$ cat src/rtl/slot_sched_pkg.sv
package slot_sched_pkg;
  localparam int CMD_START_BIT = 0;
  localparam int CMD_SPIN_BIT  = 1;
  localparam int CMD_POWER_BIT = 2;
  localparam int CMD_FRE_BIT   = 4;
  localparam int CMD_FRUN_BIT  = 14;
  localparam int CMD_LRUN_BIT  = 15;

  typedef enum logic [1:0] {
    SC_IDLE = 2'd0,
    SC_SCAN = 2'd1,
    SC_WAIT = 2'd2
  } scan_state_e;
endpackage

$ cat src/rtl/sched_cmd_reg.sv
module sched_cmd_reg
  import slot_sched_pkg::*;
#(
  parameter int DATA_W = 32
) (
  input  logic              clk_i,
  input  logic              rst_ni,
  input  logic              wr_i,
  input  logic [DATA_W-1:0] wdata_i,
  output logic [DATA_W-1:0] cmd_o
);
  localparam logic [DATA_W-1:0] RST_VAL = (DATA_W'(1) << CMD_SPIN_BIT) | (DATA_W'(1) << CMD_POWER_BIT);

  logic [DATA_W-1:0] cmd_q, cmd_d;

  always_comb begin
    cmd_d = wdata_i;
    // running flags are status mirrors, never written directly
    cmd_d[CMD_LRUN_BIT] = wdata_i[CMD_START_BIT];
    cmd_d[CMD_FRUN_BIT] = wdata_i[CMD_FRE_BIT];
  end

  always_ff @(posedge clk_i or negedge rst_ni) begin
    if (!rst_ni)   cmd_q <= RST_VAL;
    else if (wr_i) cmd_q <= cmd_d;
  end

  assign cmd_o = cmd_q;
endmodule

$ cat src/rtl/sched_issue_reg.sv
module sched_issue_reg #(
  parameter int NUM_SLOTS = 32
) (
  input  logic                 clk_i,
  input  logic                 rst_ni,
  input  logic                 wr_i,
  input  logic [NUM_SLOTS-1:0] set_i,
  input  logic [NUM_SLOTS-1:0] clr_i,
  output logic [NUM_SLOTS-1:0] issue_o
);
  logic [NUM_SLOTS-1:0] issue_q;
  logic [NUM_SLOTS-1:0] set_m;

  assign set_m = wr_i ? set_i : '0;

  always_ff @(posedge clk_i or negedge rst_ni) begin
    if (!rst_ni) issue_q <= '0;
    else         issue_q <= (issue_q & ~clr_i) | set_m; // new post wins over clear
  end

  assign issue_o = issue_q;
endmodule

$ cat src/rtl/sched_slot_pick.sv
module sched_slot_pick #(
  parameter int NUM_SLOTS = 32,
  parameter int SLOT_W    = $clog2(NUM_SLOTS),
  parameter int CUR_W     = SLOT_W + 1
) (
  input  logic [NUM_SLOTS-1:0] pend_i,
  input  logic [CUR_W-1:0]     cursor_i,
  output logic                 found_o,
  output logic [SLOT_W-1:0]    slot_o
);
  logic [NUM_SLOTS-1:0] cand;

  for (genvar g = 0; g < NUM_SLOTS; g++) begin : g_cand
    assign cand[g] = pend_i[g] && (CUR_W'(g) >= cursor_i);
  end

  always_comb begin
    slot_o = '0;
    for (int i = NUM_SLOTS - 1; i >= 0; i--) begin
      if (cand[i]) slot_o = SLOT_W'(i);
    end
  end

  assign found_o = |cand;
endmodule

$ cat src/rtl/sched_scan_ctrl.sv
module sched_scan_ctrl
  import slot_sched_pkg::*;
#(
  parameter int NUM_SLOTS = 32,
  parameter int SLOT_W    = $clog2(NUM_SLOTS),
  parameter int CUR_W     = SLOT_W + 1
) (
  input  logic                 clk_i,
  input  logic                 rst_ni,
  input  logic                 reg_wr_i,
  input  logic                 start_i,
  input  logic                 found_i,
  input  logic [SLOT_W-1:0]    pick_slot_i,
  input  logic                 disp_ready_i,
  input  logic                 eng_done_i,
  input  logic                 eng_busy_i,
  output logic                 disp_valid_o,
  output logic [SLOT_W-1:0]    disp_slot_o,
  output logic [CUR_W-1:0]     cursor_o,
  output logic [NUM_SLOTS-1:0] clr_o,
  output logic                 busy_vld_o,
  output logic [SLOT_W-1:0]    busy_slot_o
);
  scan_state_e       state_q;
  logic [CUR_W-1:0]  cursor_q;
  logic [SLOT_W-1:0] cur_slot_q, busy_slot_q;
  logic              restart_q, busy_vld_q;
  logic              release_evt, trig, can_disp, accept, wait_done;

  assign release_evt = busy_vld_q && !eng_busy_i;
  assign trig        = reg_wr_i || release_evt;
  assign can_disp    = (state_q == SC_SCAN) && !trig && start_i && !eng_busy_i
                       && !busy_vld_q && found_i;
  assign accept      = can_disp && disp_ready_i;
  assign wait_done   = (state_q == SC_WAIT) && eng_done_i;

  always_comb begin
    clr_o = '0;
    if (wait_done)   clr_o[cur_slot_q]  = 1'b1;
    if (release_evt) clr_o[busy_slot_q] = 1'b1;
  end

  always_ff @(posedge clk_i or negedge rst_ni) begin
    if (!rst_ni) begin
      state_q     <= SC_IDLE;
      cursor_q    <= '0;
      cur_slot_q  <= '0;
      restart_q   <= 1'b0;
      busy_vld_q  <= 1'b0;
      busy_slot_q <= '0;
    end else begin
      if (release_evt) busy_vld_q <= 1'b0;
      unique case (state_q)
        SC_IDLE: begin
          if (trig) begin
            state_q  <= SC_SCAN;
            cursor_q <= '0;
          end
        end
        SC_SCAN: begin
          if (trig) begin
            cursor_q <= '0;
          end else if (!start_i || !found_i || eng_busy_i || busy_vld_q) begin
            state_q <= SC_IDLE;
          end else if (accept) begin
            state_q    <= SC_WAIT;
            cur_slot_q <= pick_slot_i;
            restart_q  <= 1'b0;
          end
        end
        SC_WAIT: begin
          if (trig) restart_q <= 1'b1;
          if (eng_done_i) begin
            state_q   <= SC_SCAN;
            cursor_q  <= (restart_q || trig) ? '0 : CUR_W'(cur_slot_q) + CUR_W'(1);
            restart_q <= 1'b0;
          end else if (eng_busy_i) begin
            busy_vld_q  <= 1'b1;
            busy_slot_q <= cur_slot_q;
            state_q     <= SC_IDLE;
            restart_q   <= 1'b0;
          end
        end
        default: state_q <= SC_IDLE;
      endcase
    end
  end

  assign disp_valid_o = can_disp;
  assign disp_slot_o  = pick_slot_i;
  assign cursor_o     = cursor_q;
  assign busy_vld_o   = busy_vld_q;
  assign busy_slot_o  = busy_slot_q;
endmodule

$ cat src/rtl/cmd_slot_sched.sv
module cmd_slot_sched
  import slot_sched_pkg::*;
#(
  parameter int NUM_SLOTS = 32,
  parameter int DATA_W    = 32,
  localparam int SLOT_W   = $clog2(NUM_SLOTS),
  localparam int CUR_W    = SLOT_W + 1
) (
  input  logic                 clk_i,
  input  logic                 rst_ni,
  input  logic                 cmd_wr_i,
  input  logic                 issue_wr_i,
  input  logic [DATA_W-1:0]    wdata_i,
  output logic [DATA_W-1:0]    cmd_o,
  output logic [NUM_SLOTS-1:0] issue_o,
  output logic                 disp_valid_o,
  output logic [SLOT_W-1:0]    disp_slot_o,
  input  logic                 disp_ready_i,
  input  logic                 eng_done_i,
  input  logic                 eng_busy_i,
  output logic                 busy_vld_o,
  output logic [SLOT_W-1:0]    busy_slot_o
);
  logic [NUM_SLOTS-1:0] clr;
  logic [CUR_W-1:0]     cursor;
  logic                 found;
  logic [SLOT_W-1:0]    pick_slot;

  sched_cmd_reg #(.DATA_W(DATA_W)) u_cmd (
    .clk_i   (clk_i),
    .rst_ni  (rst_ni),
    .wr_i    (cmd_wr_i),
    .wdata_i (wdata_i),
    .cmd_o   (cmd_o)
  );

  sched_issue_reg #(.NUM_SLOTS(NUM_SLOTS)) u_issue (
    .clk_i   (clk_i),
    .rst_ni  (rst_ni),
    .wr_i    (issue_wr_i),
    .set_i   (wdata_i[NUM_SLOTS-1:0]),
    .clr_i   (clr),
    .issue_o (issue_o)
  );

  sched_slot_pick #(.NUM_SLOTS(NUM_SLOTS), .SLOT_W(SLOT_W), .CUR_W(CUR_W)) u_pick (
    .pend_i   (issue_o),
    .cursor_i (cursor),
    .found_o  (found),
    .slot_o   (pick_slot)
  );

  sched_scan_ctrl #(.NUM_SLOTS(NUM_SLOTS), .SLOT_W(SLOT_W), .CUR_W(CUR_W)) u_ctrl (
    .clk_i        (clk_i),
    .rst_ni       (rst_ni),
    .reg_wr_i     (cmd_wr_i || issue_wr_i),
    .start_i      (cmd_o[CMD_START_BIT]),
    .found_i      (found),
    .pick_slot_i  (pick_slot),
    .disp_ready_i (disp_ready_i),
    .eng_done_i   (eng_done_i),
    .eng_busy_i   (eng_busy_i),
    .disp_valid_o (disp_valid_o),
    .disp_slot_o  (disp_slot_o),
    .cursor_o     (cursor),
    .clr_o        (clr),
    .busy_vld_o   (busy_vld_o),
    .busy_slot_o  (busy_slot_o)
  );
endmodule

$ cat config.mk
export PLATFORM = sky130hd
export DESIGN_NAME = cmd_slot_sched
export DESIGN_NICKNAME = d
export VERILOG_FILES = /design/src/rtl/slot_sched_pkg.sv /design/src/rtl/sched_cmd_reg.sv /design/src/rtl/sched_issue_reg.sv /design/src/rtl/sched_slot_pick.sv /design/src/rtl/sched_scan_ctrl.sv /design/src/rtl/cmd_slot_sched.sv
export SDC_FILE = /design/constraint.sdc
export NUM_CORES = 1
export LEC_CHECK = 0
export ABC_AREA = 1
export BUFFER_PORTS_ARGS = -buffer_cell sky130_fd_sc_hd__buf_2
export CAP_MARGIN = 10
export CORE_ASPECT_RATIO = 0.7
export CORE_MARGIN = 3
export CORE_UTILIZATION = 45
export CTS_BUF_LIST = sky130_fd_sc_hd__clkbuf_4 sky130_fd_sc_hd__clkbuf_8
export DETAILED_ROUTE_END_ITERATION = 8
export GPL_TIMING_DRIVEN = 0
export PLACE_DENSITY = 0.69
export SYNTH_ARGS = -nofsm -noshare
export SYNTH_HDL_FRONTEND = slang
export SYNTH_HIERARCHICAL = 1
export SYNTH_SLANG_ARGS = --single-unit
$ cat constraint.sdc
create_clock -name clk_i -period 2.8 [get_ports clk_i]
set_input_delay 0.14 -clock clk_i [delete_from_list [all_inputs] [get_ports clk_i]]
set_output_delay 0.14 -clock clk_i [all_outputs]
set_load 0.05 [all_outputs]
* Word-level counts from Yosys, hierarchy flattened
Index checks and enable logic that the tools add are counted.
** Operators by class
- $add $sub $neg :: 1
- Multipliers :: 0
- Div/mod/pow operators :: 0
- Magnitude comparators :: 36
- Eq/ne operators :: 11
- Shifts and indexed selects :: 0
- Multiplexer cells :: 61
- Bitwise logic cells :: 7
- Reductions and logical operators :: 63
** Operators by type and width (count)
- $mux W5 :: 32
- $ge A5 B6 Y1 const A :: 16
- $mux W32 :: 3
- $or A32 B32 Y32 :: 2
- $ge A4 B6 Y1 const A :: 8
- $logic_and A1 B1 Y1 :: 42
- $and A32 B32 Y32 :: 1
- $not A32 Y32 :: 1
- $reduce_or A32 Y1 :: 1
- $ge A3 B6 Y1 const A :: 4
- $mux W6 :: 3
- $ge A1 B6 Y1 const A :: 2
- $ge A2 B6 Y1 const A :: 2
- $lt A5 B6 Y1 const B :: 2
- $mux W1 :: 12
- $mux W2 :: 6
- $pmux W6 S2 :: 1
- $demux W1 S5 :: 2
- $ge A5 B1 Y1 const B :: 2
- $reduce_and A4 Y1 :: 2
- $add A5 B1 Y6 const B :: 1
- $logic_or A1 B1 Y1 :: 6
- $ne A2 B1 Y1 const B :: 3
- $ne A2 B2 Y1 const B :: 3
- other kinds (14) :: 22
** Word-level totals
- Bits in registers :: 84
- Latch bits :: 0
- Memory bits (writable) :: 0
- Bits in read-only memories :: 0
- Input bits :: 39
- Output and inout port bits :: 76
- Logic and storage cells :: 187
- Memories kept :: 0

* Longest topological paths before layout
Gate-level depths: netlist of run 1.
- Word-level depth :: 34
- Depth in mapped cells :: 37
- Gate-level depth less buffers :: 37

* Modules after synthesis
Netlist of run 1, hierarchy kept.
** By module, submodules not included
- sched_scan_ctrl :: instances 1, cells each 221, area each 1517.7 µm², seq. area each 500.5 µm²
- sched_issue_reg :: instances 1, cells each 163, area each 1315.0 µm², seq. area each 800.8 µm²
- sched_cmd_reg :: instances 1, cells each 129, area each 1139.8 µm², seq. area each 753.2 µm²
- sched_slot_pick :: instances 1, cells each 159, area each 711.9 µm², seq. area each 0.0 µm²
- cmd_slot_sched :: instances 1, cells each 3, area each 11.3 µm², seq. area each 0.0 µm²

* Least setup slack after synthesis of run 1
OpenSTA, ideal clock, no wires.
- Path kind :: reg2out
- From :: reg u_ctrl.cursor_q[5], in the netlist u_ctrl/cursor_o[5]
- To :: out disp_valid_o
- Data arrival time :: 2.859 ns
- Data required time :: 2.660 ns
- Slack :: -0.199 ns
- Stages on the path, launching flop included :: 14
- Buffers on the path :: 0
- Path through :: dfrtp_1 > nor2_2 > inv_1 > nor2_1 > inv_1 > nor2_1 > nand3_1 > nand4_1 > nor3_1 > nand4_1 > nand2_1 > inv_1 > nand2_1 > nor3_1
** Between the ends
- Longest elaborated chain between the ends :: 4
- Elaborated cells between the ends (all ways) :: 66
- Those cells by class :: order compare (32); reduce/logical (34)
** Ends and longest elaborated chain
- from (decl) :: RTL line sched_scan_ctrl.sv:25 : logic [CUR_W-1:0] cursor_q;
- from (signal assigned) :: RTL line sched_scan_ctrl.sv:75 : cursor_q <= (restart_q || trig) ? '0 : CUR_W'(cur_slot_q) + CUR_W'(1);
- $ge A1 B6 Y1 (tied with other cells) :: RTL line sched_slot_pick.sv:14 : assign cand[g] = pend_i[g] && (CUR_W'(g) >= cursor_i);
- $logic_and A1 B1 Y1 :: RTL line sched_slot_pick.sv:14
- $reduce_or A32 Y1 * :: RTL line sched_slot_pick.sv:24 : assign found_o = |cand;
- named net found :: RTL line cmd_slot_sched.sv:26 : logic found;
- $logic_and A1 B1 Y1 * :: RTL line sched_scan_ctrl.sv:33 : && !busy_vld_q && found_i;
- to (decl) :: RTL line cmd_slot_sched.sv:16 : output logic disp_valid_o,
The timed path passes the listed nets; every way through them passes the cells marked *.

* Worst setup path after layout of run 1
- From :: reg u_ctrl.cursor_q[3], in the netlist u_ctrl/cursor_o[3]
- To :: out disp_slot_o[0]
** Between the ends
- Longest elaborated chain between the ends :: 34
- Elaborated cells between the ends (all ways) :: 96
- Those cells by class :: order compare (32); mux (32); reduce/logical (32)
** Ends and longest elaborated chain
- $ge A5 B6 Y1 :: RTL line sched_slot_pick.sv:14
- $logic_and A1 B1 Y1 :: RTL line sched_slot_pick.sv:14
- $mux W5 (31 in series) :: RTL line sched_slot_pick.sv:20 : if (cand[i]) slot_o = SLOT_W'(i);
- $mux W5 * :: RTL line sched_slot_pick.sv:20
- to (decl) :: RTL line cmd_slot_sched.sv:17 : output logic [SLOT_W-1:0] disp_slot_o,
Every way passes the cells marked *; elsewhere a longest branch is shown, timed or not.

==> results.yml, run 1 <==
outcome:
  status: "complete, but fails checks"
  violations: "setup timing"
placed_design:
  hpwl_mm: 11.76
  dp_cells: 918
  placed_area_sq_mm: 0.005461
  gp_congestion: 0.9236
  port_buffers: 114
logic_synthesis:
  ys_seq_area_share_pct: 43.75
  synth.largest_area_cell: "dfrtp_1"
  synth_most_common_cell: "nand2_1"
  synth-edff-count: 0
  yosysWarnings: 6
  syn-num-nets: 718
  netlist_instances: 675
  netlist.area_leader.share_pct: 42.63
  synth.distinct_cells: 32
  synth_area_per_cell_sq_um: 6.957
  synth.area.top_cells: "dfrtp_1, nand2_1, inv_1, o21ai_0, nand3_1"
  synthArstFlopShare_pct: 100.0
  netlist_top_cells_count: "nand2_1, dfrtp_1, inv_1, o21ai_0, nand3_1"
  synth-main-ff-cell: "dfrtp_1"
  syn_area_sq_mm: 0.004696
  ys_seq_elements: 82
global_routing:
  grt_pass1_wl_mm: 25.20
  gr-total-overflow: 0
  antenna_found_initial: 0
  grt_use_total_pct: 27.28
  grt_max_degree: 57
  grt_pass1_vias: 4951
floorplanning:
  die_y_microns: 91.47
  num_rows: 30
  die_w_microns: 128.1
  ios: 115
  die_area_sq_mm: 0.01172
  start_util_pct: 47.39
  core_area_sq_mm: 0.009910
timing:
  setup_tns_ps: -1242
  fin_crit_sh_pct: 119.3
  rsz0062_at_grt: "true"
  timing.fmax_mhz: 299.3
  period_minus_slack_ps: 3341
  tightest_slew_ps: 428.4
  setup_slack_ps: -541.2
  setup_viol: 8
  skew_ps: 7.891
  relSlewSlack_pct: 71.22
  maxSlewViolCount: 0
  final_hold_viol_count: 0
detailed_routing:
  routed-wl-met3_mm: 1.350
  wl_met2_mm: 6.958
  viasPerCell: 5.228
  antenna_left: 0
  first_pass_iters: 5
  drt_iter0_markers: 414
  wire_per_inst_microns: 15.88
  wl_met1_mm: 7.373
  routed-via-count: 5228
  drc: 0
  routed.top_layer: "met4"
  totalWireLength_mm: 15.88
setup_path:
  timing.rr.end: "u_ctrl/cur_slot_q[0]"
  crit_path_start_kind: "flip-flop"
  critPathKind: "flip-flop to output pin"
  end_kind: "output pin"
  worst_path_most_repeated_cell: "nand2_1"
  ff2ff_path_depth: 34
  worstPathRequired_ps: 2660
  reg2reg_from: "u_ctrl/cursor_o[5]"
  path_depth: 37
  crit_family: "simple AND/OR/NAND/NOR gates"
  r2r_slack_ps: -140
  crit_path_top_delay_cell: "dfrtp_2"
  cpPeakStageDelay_ps: 470
  critical_path_buf_inv_count: 3
  arrival_ps: 3200
  crit_path_max_fanout: 5
clock_network:
  tritoncts: "done"
  clk_path_buf_depth: 2
  htree_levels: 3
  numClockSinks: 82
  clk_latency_ps: 370
  clk_pin_slew_worst_paths_ps: 80
  cts_root_buf: "clkbuf_8"
  numCtsBuffers: 9
cells_and_area:
  design_area_sq_mm: 0.006584
  nets: 910
  utilization_pct: 66.44
  n_antenna_cell: 0
  nFillCells: 894
  finalNonFillerCells: 1000
  syn2layout_area_growth_pct: 40.21
  drive_gt1_share_pct: 31.31
min_path:
  whs_path_depth: 3
  hp-start: "wdata_i[10]"
  hold_path_end: "u_issue/issue_o[10]"
  hold_class: "input port to flip-flop"
power:
  power.leakage_nw: 3.334
  finalPower_mw: 3.335
  p_per_area_mw_per_mm2: 506.5
  vdd_drop_max_uv: 330.9
flow_run:
  max-cap-violations: 0
## worst max path at each step
stage | startpoint | to | slack, ps
finish | u_ctrl/cursor_o[3] | disp_slot_o[0] | -540
global placement | u_ctrl/cursor_o[1] | disp_slot_o[0] | -520
CTS | u_ctrl/cursor_o[3] | disp_slot_o[0] | -540
detailed placement | u_ctrl/cursor_o[1] | disp_slot_o[0] | -530
global route | u_ctrl/cursor_o[3] | disp_slot_o[0] | -860
floorplan | u_ctrl/cursor_o[3] | disp_slot_o[0] | 120
## power by group
part / switching [mW] / internal, mW
registers: 0.122 / 1.29
clock network: 0.447 / 0.521
logic: 0.680 / 0.273
## what timing repair did
item / CTS / global route
hold buffers: 31 / 0
endpoints found under the hold margin: 71 / 0
cloned: 0 / 1
pin swaps: 17 / 26
resized for setup: 48 / 45
setup buffers: 20 / 14
setup endpoints to repair: 13 / 13
## stage by stage
step | setup slack [ps] | hold slack [ps]
6_report | -541.2 | 14.58
5_1_grt | -857.4 | 6.439
4_1_cts | -537.7 | 1.844
3_5_place_dp | -532.0 | 86.09
3_3_place_gp | -520.3 | 351.6
2_1_floorplan | 124.8 | -155.6
## kinds of logic after synthesis
group           synth area share, %
flops                         43.75
compound gates                10.23
simple gates                  35.54
fa+ha+maj                     1.066
buf+inv                       9.406
## state kept, by name, summed over array words and instances (netlist names)
signal / cells
u_ctrl/busy_vld_o: 1
u_ctrl/cur_slot_q: 5
u_cmd/cmd_o: 30
u_ctrl/state_q: 2
u_ctrl/restart_q: 1
u_ctrl/cursor_o: 6
u_issue/issue_o: 32
u_ctrl/busy_slot_o: 5
## layer usage
| metal | vias to the layer above | track usage (%) |
|---|---|---|
| li1 | 2502 | - |
| met1 | 2472 | 40.27 |
| met2 | 236 | 40.59 |
| met3 | 18 | 6.114 |
| met4 | 0 | 6.449 |
| met5 | - | 0 |
## tightest hold or removal path, cell delays in order
cell     delay (ps)
buf_2           100
nand2_1          50
nand2_1          50
## layout by cell type (no fill, tap or decap), types with 11 or more instances in the layout
cell type and count:
o21ai_0 27, buf_2 115, inv_1 64, nor2_1 22, inv_2 16, nand2_1 303
dfrtp_1 75, nand3_1 26, dlygate4sd3_1 31, buf_6 11, buf_4 36, nand2_2 16
## final cells by class
class	instances	area, sq um	share of cell area [%]
plain buffers	19	145.1	2.204
clock buffers	11	138.9	2.109
clock inverters	5	78.83	1.197
inverters	81	309.0	4.694
multi-input cells	493	2436	37.00
flip-flops and latches	82	2061	31.30
well taps	128	160.2	2.433
repair buffers	181	1255	19.06
No activity file was read; power rests on OpenSTA's default activity.
==> run 2, diff against run 1 <==
--- a/config.mk
+++ b/config.mk
@@ -11,7 +11,7 @@
 export CORE_ASPECT_RATIO = 0.7
 export CORE_MARGIN = 3
 export CORE_UTILIZATION = 45
-export CTS_BUF_LIST = sky130_fd_sc_hd__clkbuf_4 sky130_fd_sc_hd__clkbuf_8
+export CTS_BUF_LIST = sky130_fd_sc_hd__clkbuf_16
 export DETAILED_ROUTE_END_ITERATION = 8
 export GPL_TIMING_DRIVEN = 0
 export PLACE_DENSITY = 0.69
==> constraint.sdc (replaced) <==
create_clock -name clk_i -period 3.9 [get_ports clk_i]
set_input_delay 0.195 -clock clk_i [delete_from_list [all_inputs] [get_ports clk_i]]
set_output_delay 0.195 -clock clk_i [all_outputs]
set_load 0.05 [all_outputs]
==> results.yml, run 2 (synthesis results as in run 1) <==
clock_network:
  cts_root_buf: "clkbuf_16"
  clk_path_buf_depth: 2
  numClockSinks: 82
  htree_levels: 3
  numCtsBuffers: 9
  clk_latency_ps: 340
  tritoncts: "done"
  clk_pin_slew_worst_paths_ps: 60
power:
  power.leakage_nw: 3.014
  p_per_area_mw_per_mm2: 431.1
  vdd_drop_max_uv: 230.5
  finalPower_mw: 2.506
timing:
  fin_crit_sh_pct: 90.02
  tightest_slew_ps: 522.2
  final_hold_viol_count: 0
  maxSlewViolCount: 0
  rsz0062_at_grt: "false"
  timing.fmax_mhz: 284.8
  skew_ps: 6.090
  relSlewSlack_pct: 64.92
  hold_slack_ps: 63.92
  setup_viol: 0
  setup_tns_ps: 0
  setup_slack_ps: 389.2
  period_minus_slack_ps: 3511
detailed_routing:
  viasPerCell: 5.263
  antenna_left: 0
  drc: 0
  routed-via-count: 4947
  drt_iter0_markers: 446
  wire_per_inst_microns: 15.23
  first_pass_iters: 6
  totalWireLength_mm: 14.31
floorplanning:
  die_area_sq_mm: 0.01172
  start_util_pct: 47.39
  core_area_sq_mm: 0.009910
  die_y_microns: 91.47
  num_rows: 30
  ios: 115
  die_w_microns: 128.1
cells_and_area:
  syn2layout_area_growth_pct: 23.79
  utilization_pct: 58.66
  largest_reg_flops: 32
  nets: 850
  drive_gt1_share_pct: 24.51
  layout_common_cells: "nand2_1, buf_2, dfrtp_1, inv_1, o21ai_0"
  finalNonFillerCells: 940
  final_common_cell: "nand2_1"
  n_antenna_cell: 0
  design_area_sq_mm: 0.005813
setup_path:
  crit_path_start_kind: "flip-flop"
  end_kind: "output pin"
  crit_path_max_fanout: 9
  worstPathRequired_ps: 3700
  crit_family: "simple AND/OR/NAND/NOR gates"
  critical_path_buf_inv_count: 3
  cpPeakStageDelay_ps: 470
  crit_path_top_delay_cell: "dfrtp_2"
  arrival_ps: 3320
  critPathKind: "flip-flop to output pin"
  worst_path_most_repeated_cell: "nand2_1"
global_routing:
  grt_pass1_vias: 4643
  gr-total-overflow: 0
  grt_max_degree: 56
  grt_use_total_pct: 25.24
  grt_pass1_wl_mm: 23.41
  antenna_found_initial: 0
placed_design:
  gp_congestion: 0.9792
  hpwl_mm: 11.22
  placed_area_sq_mm: 0.005456
  pre_cts_ws_ps: 586.1
  dp_cells: 918
  port_buffers: 114
flow_run:
  max-cap-violations: 0
outcome:
  status: "finished, final reports clean"
min_path:
  hold_class: "input port to flip-flop"
==> run 2: power by group <==
| group | total (mW) | switching (mW) | internal (mW) |
|---|---|---|---|
| Clock | 0.853 | 0.358 | 0.495 |
| Sequential | 1.02 | 0.0913 | 0.929 |
| Combinational | 0.633 | 0.463 | 0.170 |
==> run 2: repair_timing <==
item / in CTS / in global routing
hold endpoints to repair: 27 / 0
setup endpoints to repair: 0 / 1
resized for setup: 0 / 8
hold buffers: 1 / 0
setup buffers: 0 / 5
==> run 2: worst paths after layout <==
| kind | slack [ps] | start | to | cells past startpoint |
|---|---|---|---|---|
| worst max-delay path | 390 | u_ctrl/cursor_o[1] | disp_slot_o[0] | 32 |
| worst min-delay path | 60 | wdata_i[14] | u_issue/issue_o[14] | 3 |
| worst max register to register | 840 | u_ctrl/cursor_o[1] | u_ctrl/cur_slot_q[0] | 33 |
| worst min register to register | 460 | u_cmd/cmd_o[2] | u_cmd/cmd_o[2] | 2 |
| max in group asynchronous | 2940 | rst_ni | u_cmd/cmd_o[2] | 3 |
| min in group asynchronous | 320 | rst_ni | u_ctrl/cursor_o[1] | 2 |
==> run 2: worst min-delay path, stage by stage <==
cell and delay [ps]:
buf_2 80, nand2_1 40, nand2_1 50
==> run 2: layout make-up <==
class | instances | area, sq um
plain buffers | 19 | 137.6
repair buffers | 121 | 650.6
fillers | 992 | 4096
clock buffers | 9 | 225.2
flip-flops and latches | 82 | 2058
inverters | 81 | 304.0
clock inverters | 7 | 68.82
multi-input cells | 493 | 2208
well taps | 128 | 160.2
==> run 2: routing by layer <==
layer	routed length (microns)	track usage [%]
met1	6751	37.57
met2	5979	36.98
met3	1410	6.526
met4	170	5.124
met5	0	0
